===== src/rtl/cmdphase_pkg.sv =====
package cmdphase_pkg;

  typedef enum logic [1:0] {
    PH_CMD    = 2'd0,
    PH_EXEC   = 2'd1,
    PH_RESULT = 2'd2
  } phase_e;

  // opcode table: known codes
  function automatic logic op_known(input logic [7:0] op);
    case (op)
      8'h08, 8'h07, 8'h03, 8'h0F, 8'h13: return 1'b1;
      default:                           return 1'b0;
    endcase
  endfunction

  // number of parameter bytes following the opcode
  function automatic int unsigned op_params(input logic [7:0] op);
    case (op)
      8'h08:        return 0;
      8'h07:        return 1;
      8'h03, 8'h0F: return 2;
      8'h13:        return 3;
      default:      return 0;
    endcase
  endfunction

  // result bytes returned by the execution stub
  function automatic logic [1:0] result_total(input logic inv);
    return inv ? 2'd1 : 2'd2;
  endfunction

  function automatic logic [7:0] result_byte(input logic inv,
                                             input logic [1:0] idx,
                                             input logic [7:0] op);
    if (idx == 2'd0) return inv ? 8'h80 : 8'h00;
    return op;
  endfunction

endpackage


===== src/rtl/cmdphase_decode.sv =====
module cmdphase_decode
  import cmdphase_pkg::*;
#(
  parameter int CW = 3
) (
  input  logic [7:0]    op,
  output logic          known,
  output logic [CW-1:0] total_bytes
);
  always_comb begin
    known       = op_known(op);
    total_bytes = CW'(op_params(op) + 1);
  end
endmodule


===== src/rtl/cmdphase_collect.sv =====
module cmdphase_collect #(
  parameter int MAX_BYTES = 4,
  parameter int IW        = 3
) (
  input  logic                   clk,
  input  logic                   rst_n,
  input  logic                   wr_en,
  input  logic [IW-1:0]          wr_idx,
  input  logic [7:0]             wr_data,
  output logic [MAX_BYTES*8-1:0] bytes_flat
);
  for (genvar i = 0; i < MAX_BYTES; i++) begin : g_slot
    logic [7:0] slot_q;
    always_ff @(posedge clk or negedge rst_n) begin
      if (!rst_n)                              slot_q <= 8'h00;
      else if (wr_en && wr_idx == IW'(i))      slot_q <= wr_data;
    end
    assign bytes_flat[i*8 +: 8] = slot_q;
  end
endmodule


===== src/rtl/cmdphase_seq.sv =====
module cmdphase_seq
  import cmdphase_pkg::*;
#(
  parameter int MAX_BYTES   = 4,
  parameter int CW          = 3,
  parameter int EXEC_CYCLES = 4,
  parameter int EW          = 3
) (
  input  logic          clk,
  input  logic          rst_n,
  input  logic          host_wr,
  input  logic          host_rd,
  input  logic [7:0]    host_wdata,
  input  logic          dec_known,
  input  logic [CW-1:0] dec_total,
  output phase_e        phase,
  output logic          rqm,
  output logic          dio,
  output logic          wr_acc,
  output logic [CW-1:0] wr_idx,
  output logic          invalid,
  output logic          fifo_en,
  output logic [7:0]    rdata
);
  phase_e        ph_q;
  logic          rqm_q, busy_q, inv_q;
  logic [CW-1:0] idx_q, need_q;
  logic [7:0]    op_q;
  logic [EW-1:0] ecnt_q;
  logic [1:0]    ridx_q;

  // named internal events
  logic rd_acc, cmd_more, cmd_done, cmd_bad, exec_end, res_last, res_more;

  always_comb begin
    wr_acc   = host_wr && ph_q == PH_CMD && rqm_q;
    rd_acc   = host_rd && ph_q == PH_RESULT && rqm_q;
    cmd_bad  = busy_q && ph_q == PH_CMD && inv_q;
    cmd_done = busy_q && ph_q == PH_CMD && !inv_q && idx_q == need_q;
    cmd_more = busy_q && ph_q == PH_CMD && !inv_q && idx_q != need_q;
    exec_end = ph_q == PH_EXEC && ecnt_q == EW'(EXEC_CYCLES - 1);
    res_last = busy_q && ph_q == PH_RESULT && ridx_q == result_total(inv_q) - 2'd1;
    res_more = busy_q && ph_q == PH_RESULT && ridx_q != result_total(inv_q) - 2'd1;
  end

  always_ff @(posedge clk or negedge rst_n) begin
    if (!rst_n) begin
      ph_q   <= PH_CMD;
      rqm_q  <= 1'b1;
      busy_q <= 1'b0;
      inv_q  <= 1'b0;
      idx_q  <= '0;
      need_q <= CW'(1);
      op_q   <= 8'h00;
      ecnt_q <= '0;
      ridx_q <= 2'd0;
    end else begin
      if (wr_acc) begin
        rqm_q  <= 1'b0;
        busy_q <= 1'b1;
        idx_q  <= idx_q + CW'(1);
        if (idx_q == '0) begin
          op_q   <= host_wdata;
          inv_q  <= !dec_known;
          need_q <= dec_total;
        end
      end
      if (cmd_bad) begin
        busy_q <= 1'b0;
        ph_q   <= PH_RESULT;
        rqm_q  <= 1'b1;
        ridx_q <= 2'd0;
      end
      if (cmd_done) begin
        busy_q <= 1'b0;
        ph_q   <= PH_EXEC;
        ecnt_q <= '0;
      end
      if (cmd_more) begin
        busy_q <= 1'b0;
        rqm_q  <= 1'b1;
      end
      if (ph_q == PH_EXEC) begin
        if (exec_end) begin
          ph_q   <= PH_RESULT;
          rqm_q  <= 1'b1;
          ridx_q <= 2'd0;
          ecnt_q <= '0;
        end else begin
          ecnt_q <= ecnt_q + EW'(1);
        end
      end
      if (rd_acc) begin
        rqm_q  <= 1'b0;
        busy_q <= 1'b1;
      end
      if (res_more) begin
        busy_q <= 1'b0;
        ridx_q <= ridx_q + 2'd1;
        rqm_q  <= 1'b1;
      end
      if (res_last) begin
        busy_q <= 1'b0;
        ph_q   <= PH_CMD;
        rqm_q  <= 1'b1;
        idx_q  <= '0;
        inv_q  <= 1'b0;
      end
    end
  end

  always_comb begin
    phase   = ph_q;
    rqm     = rqm_q;
    dio     = ph_q == PH_RESULT;
    wr_idx  = idx_q;
    invalid = inv_q;
    fifo_en = ph_q == PH_EXEC;
    rdata   = (ph_q == PH_RESULT) ? result_byte(inv_q, ridx_q, op_q) : 8'h00;
  end

  // assertions next to the sequencing logic
  assert_wr_drops_rqm_R3: assert property (@(posedge clk) disable iff (!rst_n)
    wr_acc |=> (!rqm_q && busy_q));
  assert_param_rerequest_R3: assert property (@(posedge clk) disable iff (!rst_n)
    cmd_more |=> (rqm_q && ph_q == PH_CMD));
  assert_idx_bound_R4: assert property (@(posedge clk) disable iff (!rst_n)
    idx_q <= CW'(MAX_BYTES));
  assert_done_holds_rqm_R5: assert property (@(posedge clk) disable iff (!rst_n)
    cmd_done |=> (ph_q == PH_EXEC && !rqm_q));
  assert_exec_quiet_R5: assert property (@(posedge clk) disable iff (!rst_n)
    ph_q == PH_EXEC |-> (!rqm_q && !busy_q));
  assert_bad_skips_params_R7: assert property (@(posedge clk) disable iff (!rst_n)
    cmd_bad |=> (ph_q == PH_RESULT && rqm_q));
  assert_inv_no_request_R7: assert property (@(posedge clk) disable iff (!rst_n)
    (inv_q && ph_q == PH_CMD) |-> (busy_q && !rqm_q));
  assert_read_pulse_R8: assert property (@(posedge clk) disable iff (!rst_n)
    rd_acc |=> !rqm_q);
  assert_back_to_cmd_R9: assert property (@(posedge clk) disable iff (!rst_n)
    res_last |=> (ph_q == PH_CMD && rqm_q && !inv_q));
endmodule


===== src/rtl/cmdphase_ctrl.sv =====
module cmdphase_ctrl
  import cmdphase_pkg::*;
#(
  parameter int MAX_BYTES   = 4,
  parameter int EXEC_CYCLES = 4,
  parameter int CW          = $clog2(MAX_BYTES + 1)
) (
  input  logic                   clk,
  input  logic                   rst_n,
  input  logic                   host_wr,
  input  logic                   host_rd,
  input  logic [7:0]             host_wdata,
  output logic [7:0]             host_rdata,
  output logic                   msr_rqm,
  output logic                   msr_dio,
  output logic [1:0]             phase_o,
  output logic                   cmd_invalid,
  output logic                   fifo_enable,
  output logic [MAX_BYTES*8-1:0] cmd_bytes,
  output logic [CW-1:0]          cmd_count
);
  localparam int EW = $clog2(EXEC_CYCLES + 1);

  logic          dec_known;
  logic [CW-1:0] dec_total;
  logic          wr_acc;
  logic [CW-1:0] wr_idx;
  phase_e        ph;

  cmdphase_decode #(.CW(CW)) u_decode (
    .op          (host_wdata),
    .known       (dec_known),
    .total_bytes (dec_total)
  );

  cmdphase_seq #(
    .MAX_BYTES   (MAX_BYTES),
    .CW          (CW),
    .EXEC_CYCLES (EXEC_CYCLES),
    .EW          (EW)
  ) u_seq (
    .clk        (clk),
    .rst_n      (rst_n),
    .host_wr    (host_wr),
    .host_rd    (host_rd),
    .host_wdata (host_wdata),
    .dec_known  (dec_known),
    .dec_total  (dec_total),
    .phase      (ph),
    .rqm        (msr_rqm),
    .dio        (msr_dio),
    .wr_acc     (wr_acc),
    .wr_idx     (wr_idx),
    .invalid    (cmd_invalid),
    .fifo_en    (fifo_enable),
    .rdata      (host_rdata)
  );

  cmdphase_collect #(.MAX_BYTES(MAX_BYTES), .IW(CW)) u_collect (
    .clk        (clk),
    .rst_n      (rst_n),
    .wr_en      (wr_acc),
    .wr_idx     (wr_idx),
    .wr_data    (host_wdata),
    .bytes_flat (cmd_bytes)
  );

  assign phase_o   = ph;
  assign cmd_count = wr_idx;

  assert_fifo_off_R10: assert property (@(posedge clk) disable iff (!rst_n)
    (phase_o != 2'd1) |-> !fifo_enable);
endmodule


===== config.mk =====
export PLATFORM = sky130hd
export DESIGN_NAME = cmdphase_ctrl
export DESIGN_NICKNAME = d
export VERILOG_FILES = /design/src/rtl/cmdphase_pkg.sv /design/src/rtl/cmdphase_decode.sv /design/src/rtl/cmdphase_collect.sv /design/src/rtl/cmdphase_seq.sv /design/src/rtl/cmdphase_ctrl.sv
export SDC_FILE = /design/constraint.sdc
export NUM_CORES = 1
export LEC_CHECK = 0
export BUFFER_PORTS_ARGS = -buffer_cell sky130_fd_sc_hd__buf_4
export CAP_MARGIN = 5
export CORE_AREA = 3 3 74 76
export CTS_CLUSTER_DIAMETER = 30
export DETAILED_ROUTE_END_ITERATION = 7
export DIE_AREA = 0 0 77 79
export GPL_ROUTABILITY_DRIVEN = 1
export PLACE_DENSITY = 0.71
export SYNTH_ARGS = -nofsm -noshare
export SYNTH_HDL_FRONTEND = slang
export SYNTH_SLANG_ARGS = --single-unit

===== constraint.sdc =====
create_clock -name clk -period 1.6 [get_ports clk]
set_input_delay 0.32 -clock clk [delete_from_list [all_inputs] [get_ports clk]]
set_output_delay 0.32 -clock clk [all_outputs]
set_load 0.005 [all_outputs]

==> results.sh <==
export IMPL_final_standard_cell_count_with_taps_included_and_fillers_excluded=349
export IMPL_power_combinational_fraction=0.465
export IMPL_worstSkewPairLatency_ps=290
export IMPL_design_portCount=61
export IMPL_synth_avg_cell_area_um2=12.0
export IMPL_detailedRoute_firstIterationViolations=88
export IMPL_die_width_um=77
export IMPL_yosys_register_bits=48
export IMPL_clockPowerShare=0.174
export IMPL_hold_violations=0
export IMPL_ctsHtreeMaxLevel=2
export IMPL_routedWlPerCell_um=15.7
export IMPL_cts_max_path_buffers=2
export IMPL_min_period_ps=1680
export IMPL_cts_tree="yes"
export IMPL_setup_viol=8
export IMPL_full_die_area_um2=6080
export IMPL_rsz_0062_raised_after_global_routing="yes"
export IMPL_design_final_nets=302
export IMPL_multi_input_area_um2=1130
export IMPL_most_frequent_standard_cell_in_the_layout_excluding_fill_and_tap_cells="sky130_fd_sc_hd__buf_4"
export IMPL_final_fill_count=377
export IMPL_finalMaxSlewViolations=0
export IMPL_crit_reg2reg_launch="u_seq.rqm"
export IMPL_post_route_skew_ps=8.83
export IMPL_core_area_um2=4790
export IMPL_critPathArrivalTime_ps=1360
export IMPL_drive_gt1_frac=0.528
export IMPL_grt_antenna_before_repair=0
export IMPL_fmaxAchievable_mhz=596
export IMPL_global_route_wire_length_before_repair_um=8630
export IMPL_layout_core_utilization=0.688
export IMPL_power_frac_seq=0.361
export IMPL_regToRegEndpoint="u_collect.g_slot[2].slot_q[5]"
export IMPL_synth_instances=190
export IMPL_num_antenna_cells=0
export IMPL_cts_num_sinks=48
export IMPL_period_utilization=1.05
export IMPL_synth_area_um2=2290
export IMPL_total_switching_power_mw=1.82
export IMPL_cp_data_required_time_ps=1280
export IMPL_setup_worst_path_end_class="output pin"
export IMPL_place_detailed_hpwl_um=3740
export IMPL_preCtsSetupSlack_ps=-127
export IMPL_globalRouteOverflowTotal=0
export IMPL_numPlacedInstances=331
export IMPL_vias_in_the_first_global_route=1784
export IMPL_route_vias_total=1800
export IMPL_io_buffer_count=60
export IMPL_cellLeakagePower_nw=1.68
export IMPL_route_antenna_remaining_nets=0
export IMPL_violated_checks="negative setup slack"
export IMPL_slew_at_the_pin_with_the_worst_max_slew_slack_ps=612
export IMPL_synth_sequential_area_ratio=0.526
export IMPL_internal_power_mw=3.95
export IMPL_mostFrequentLayoutCells="sky130_fd_sc_hd__buf_4 (88), sky130_fd_sc_hd__dfrtp_1 (46), sky130_fd_sc_hd__mux2_2 (18)"
export IMPL_cts_hold_fix_buffers=0
export IMPL_drc=0
export IMPL_firstDrtPassIters=4
export IMPL_max_cap_violations=0
export IMPL_worst_r2r_path_depth=4
export IMPL_synth_nets=210
export IMPL_start_kind="flop"
export IMPL_clockRootBuffer="sky130_fd_sc_hd__clkbuf_8"
export IMPL_max_vdd_ir_drop_mv=0.911
export IMPL_grt_start_max_net_pins=49
export IMPL_register_area_um2=1200
export IMPL_setup_worst_path_class="reg2out"
export IMPL_clk_pin_slew_worst_paths_ps=80
export IMPL_critical_path_max_fanout=7
export IMPL_result_of_the_run="finished, violations left"
export IMPL_totalNegativeSetupSlack_ps=-482
export IMPL_rows=25
export IMPL_power_density_nw_per_um2=1750
export IMPL_drt_wl_total_um=5490
export IMPL_gp_congestion=0.754
export IMPL_avgViaCountPerCell=5.16
export IMPL_grt_total_usage=0.179
export IMPL_start_util=0.478
export IMPL_die_height_um=79
export IMPL_timing_reg2reg_setup_slack_ps=10
export IMPL_hold_path_class="in2async"
export IMPL_post_synth_num_cell_types=40
export IMPL_layout_area_overhead_vs_synth_pct=44.0
export IMPL_switching_share=0.315
export IMPL_worst_slack_setup_final_ps=-78.6
export IMPL_relative_slew_margins=0.592
export IMPL_yosysWarningCount=0
export IMPL_cts_made_buffers=5
[metrics by stage]
stage                     hold WS, ps  power, mW  area [um^2]
final                            29.6       5.77         3290
after global routing             63.1       6.15         3290
after CTS                        49.3       5.56         3180
after detailed placement          372       4.38         2960
after global placement            372       4.31         2960
after floorplan                  24.4       3.14         2290
[logic make-up after synthesis]
kind of cell | after synthesis | share of synthesized area
flops | 48 | 0.526
xor+xnor | 7 | 0.0268
simple gates | 57 | 0.144
buf+inv | 15 | 0.0284
fa+ha+maj | 8 | 0.0437
mux | 35 | 0.172
compound gates | 20 | 0.0590
[worst max-delay path, stage by stage (launching register included)]
cell,delay (ps)
sky130_fd_sc_hd__dfrtp_1,390
sky130_fd_sc_hd__inv_2,70
sky130_fd_sc_hd__ha_4,170
sky130_fd_sc_hd__nor2_4,170
sky130_fd_sc_hd__and2_1,160
sky130_fd_sc_hd__buf_4,110
[synth_stat cells]
master,number,area share
sky130_fd_sc_hd__a21o_1,2,0.0066
sky130_fd_sc_hd__nor2b_1,1,0.0027
sky130_fd_sc_hd__nand3b_1,2,0.0066
sky130_fd_sc_hd__o22ai_1,2,0.0055
sky130_fd_sc_hd__and4bb_1,1,0.0055
sky130_fd_sc_hd__nor3_1,2,0.0044
sky130_fd_sc_hd__nand2b_1,4,0.011
sky130_fd_sc_hd__a31o_2,2,0.0077
sky130_fd_sc_hd__o221a_2,1,0.0049
sky130_fd_sc_hd__xnor2_1,6,0.023
sky130_fd_sc_hd__o211ai_1,1,0.0033
sky130_fd_sc_hd__clkbuf_1,3,0.0049
sky130_fd_sc_hd__ha_1,8,0.044
sky130_fd_sc_hd__nor4_2,1,0.0055
sky130_fd_sc_hd__or3_1,2,0.0055
sky130_fd_sc_hd__nor4b_1,1,0.0038
sky130_fd_sc_hd__a32oi_1,1,0.0038
sky130_fd_sc_hd__a211oi_1,2,0.0066
sky130_fd_sc_hd__xor2_1,1,0.0038
sky130_fd_sc_hd__o31ai_1,1,0.0033
sky130_fd_sc_hd__nor2_1,15,0.025
sky130_fd_sc_hd__or4b_2,1,0.0044
sky130_fd_sc_hd__nor4_1,1,0.0027
sky130_fd_sc_hd__dfstp_2,2,0.023
sky130_fd_sc_hd__mux2_2,18,0.089
sky130_fd_sc_hd__nand3_1,1,0.0022
sky130_fd_sc_hd__nand3_4,1,0.0077
sky130_fd_sc_hd__and2_4,1,0.0038
sky130_fd_sc_hd__o21ai_0,3,0.0066
sky130_fd_sc_hd__a21oi_1,5,0.011
sky130_fd_sc_hd__buf_4,1,0.0033
sky130_fd_sc_hd__dfrtp_1,46,0.50
sky130_fd_sc_hd__and3b_1,1,0.0038
sky130_fd_sc_hd__nand2_4,2,0.0098
sky130_fd_sc_hd__inv_1,7,0.011
sky130_fd_sc_hd__mux2_1,16,0.079
sky130_fd_sc_hd__buf_2,4,0.0087
sky130_fd_sc_hd__mux2i_1,1,0.0044
sky130_fd_sc_hd__nand2_1,13,0.021
sky130_fd_sc_hd__and2_1,7,0.019
[registers in the layout (all words and copies together) (netlist names)]
signal,cells
u_seq.rqm,1
u_seq.ecnt_q,3
u_seq.need_q,3
u_collect.g_slot.slot_q,24
u_seq.busy_q,1
u_seq.op_q,8
u_seq.phase,2
u_seq.invalid,1
u_seq.ridx_q,2
u_seq.wr_idx,3
[per-layer routing]
metal	vias up	share of wire	GRT usage
met5	-	0	0
met4	0	0.010	0.0445
met3	7	0.062	0.0522
met2	53	0.47	0.301
met1	898	0.46	0.228
li1	842	-	-
[worst max-delay path by stage]
| stage | from | to | depth (start not counted) |
|---|---|---|---|
| after floorplan | u_seq.phase[1] | u_collect.g_slot[1].slot_q[0] | 6 |
| after global placement | host_wdata[5] | u_seq.need_q[1] | 5 |
| after detailed placement | host_wdata[5] | u_seq.need_q[1] | 5 |
| after CTS | u_seq.ridx_q[1] | host_rdata[1] | 5 |
| after global routing | u_seq.ridx_q[1] | host_rdata[1] | 5 |
| final | u_seq.ridx_q[1] | host_rdata[1] | 5 |
[timing repair]
item	4_1_cts	5_1_grt
setup buffers	6	5
setup endpoints to repair	20	23
gates resized for setup	13	16
pin swaps	5	3
cloned	1	0
[power groups by stage]
| stage | Clock [mW] | Sequential, mW | Combinational, mW |
|---|---|---|---|
| floorplan | 0 | 2.10 | 1.04 |
| global placement | 0 | 2.09 | 2.22 |
| detailed placement | 0 | 2.10 | 2.27 |
| CTS | 1.02 | 2.07 | 2.47 |
| global route | 1.07 | 2.16 | 2.92 |
| finish | 1.01 | 2.08 | 2.68 |
[area by class of cell]
cell class,instances,share of cell area
clock buffers,5,0.0209
clock inverters,2,0.0182
inverters,7,0.00874
multi-input cells,128,0.344
flip-flops and latches,48,0.365
well taps,67,0.0254
repair buffers,92,0.217
No activity file was read; power rests on OpenSTA's default activity.
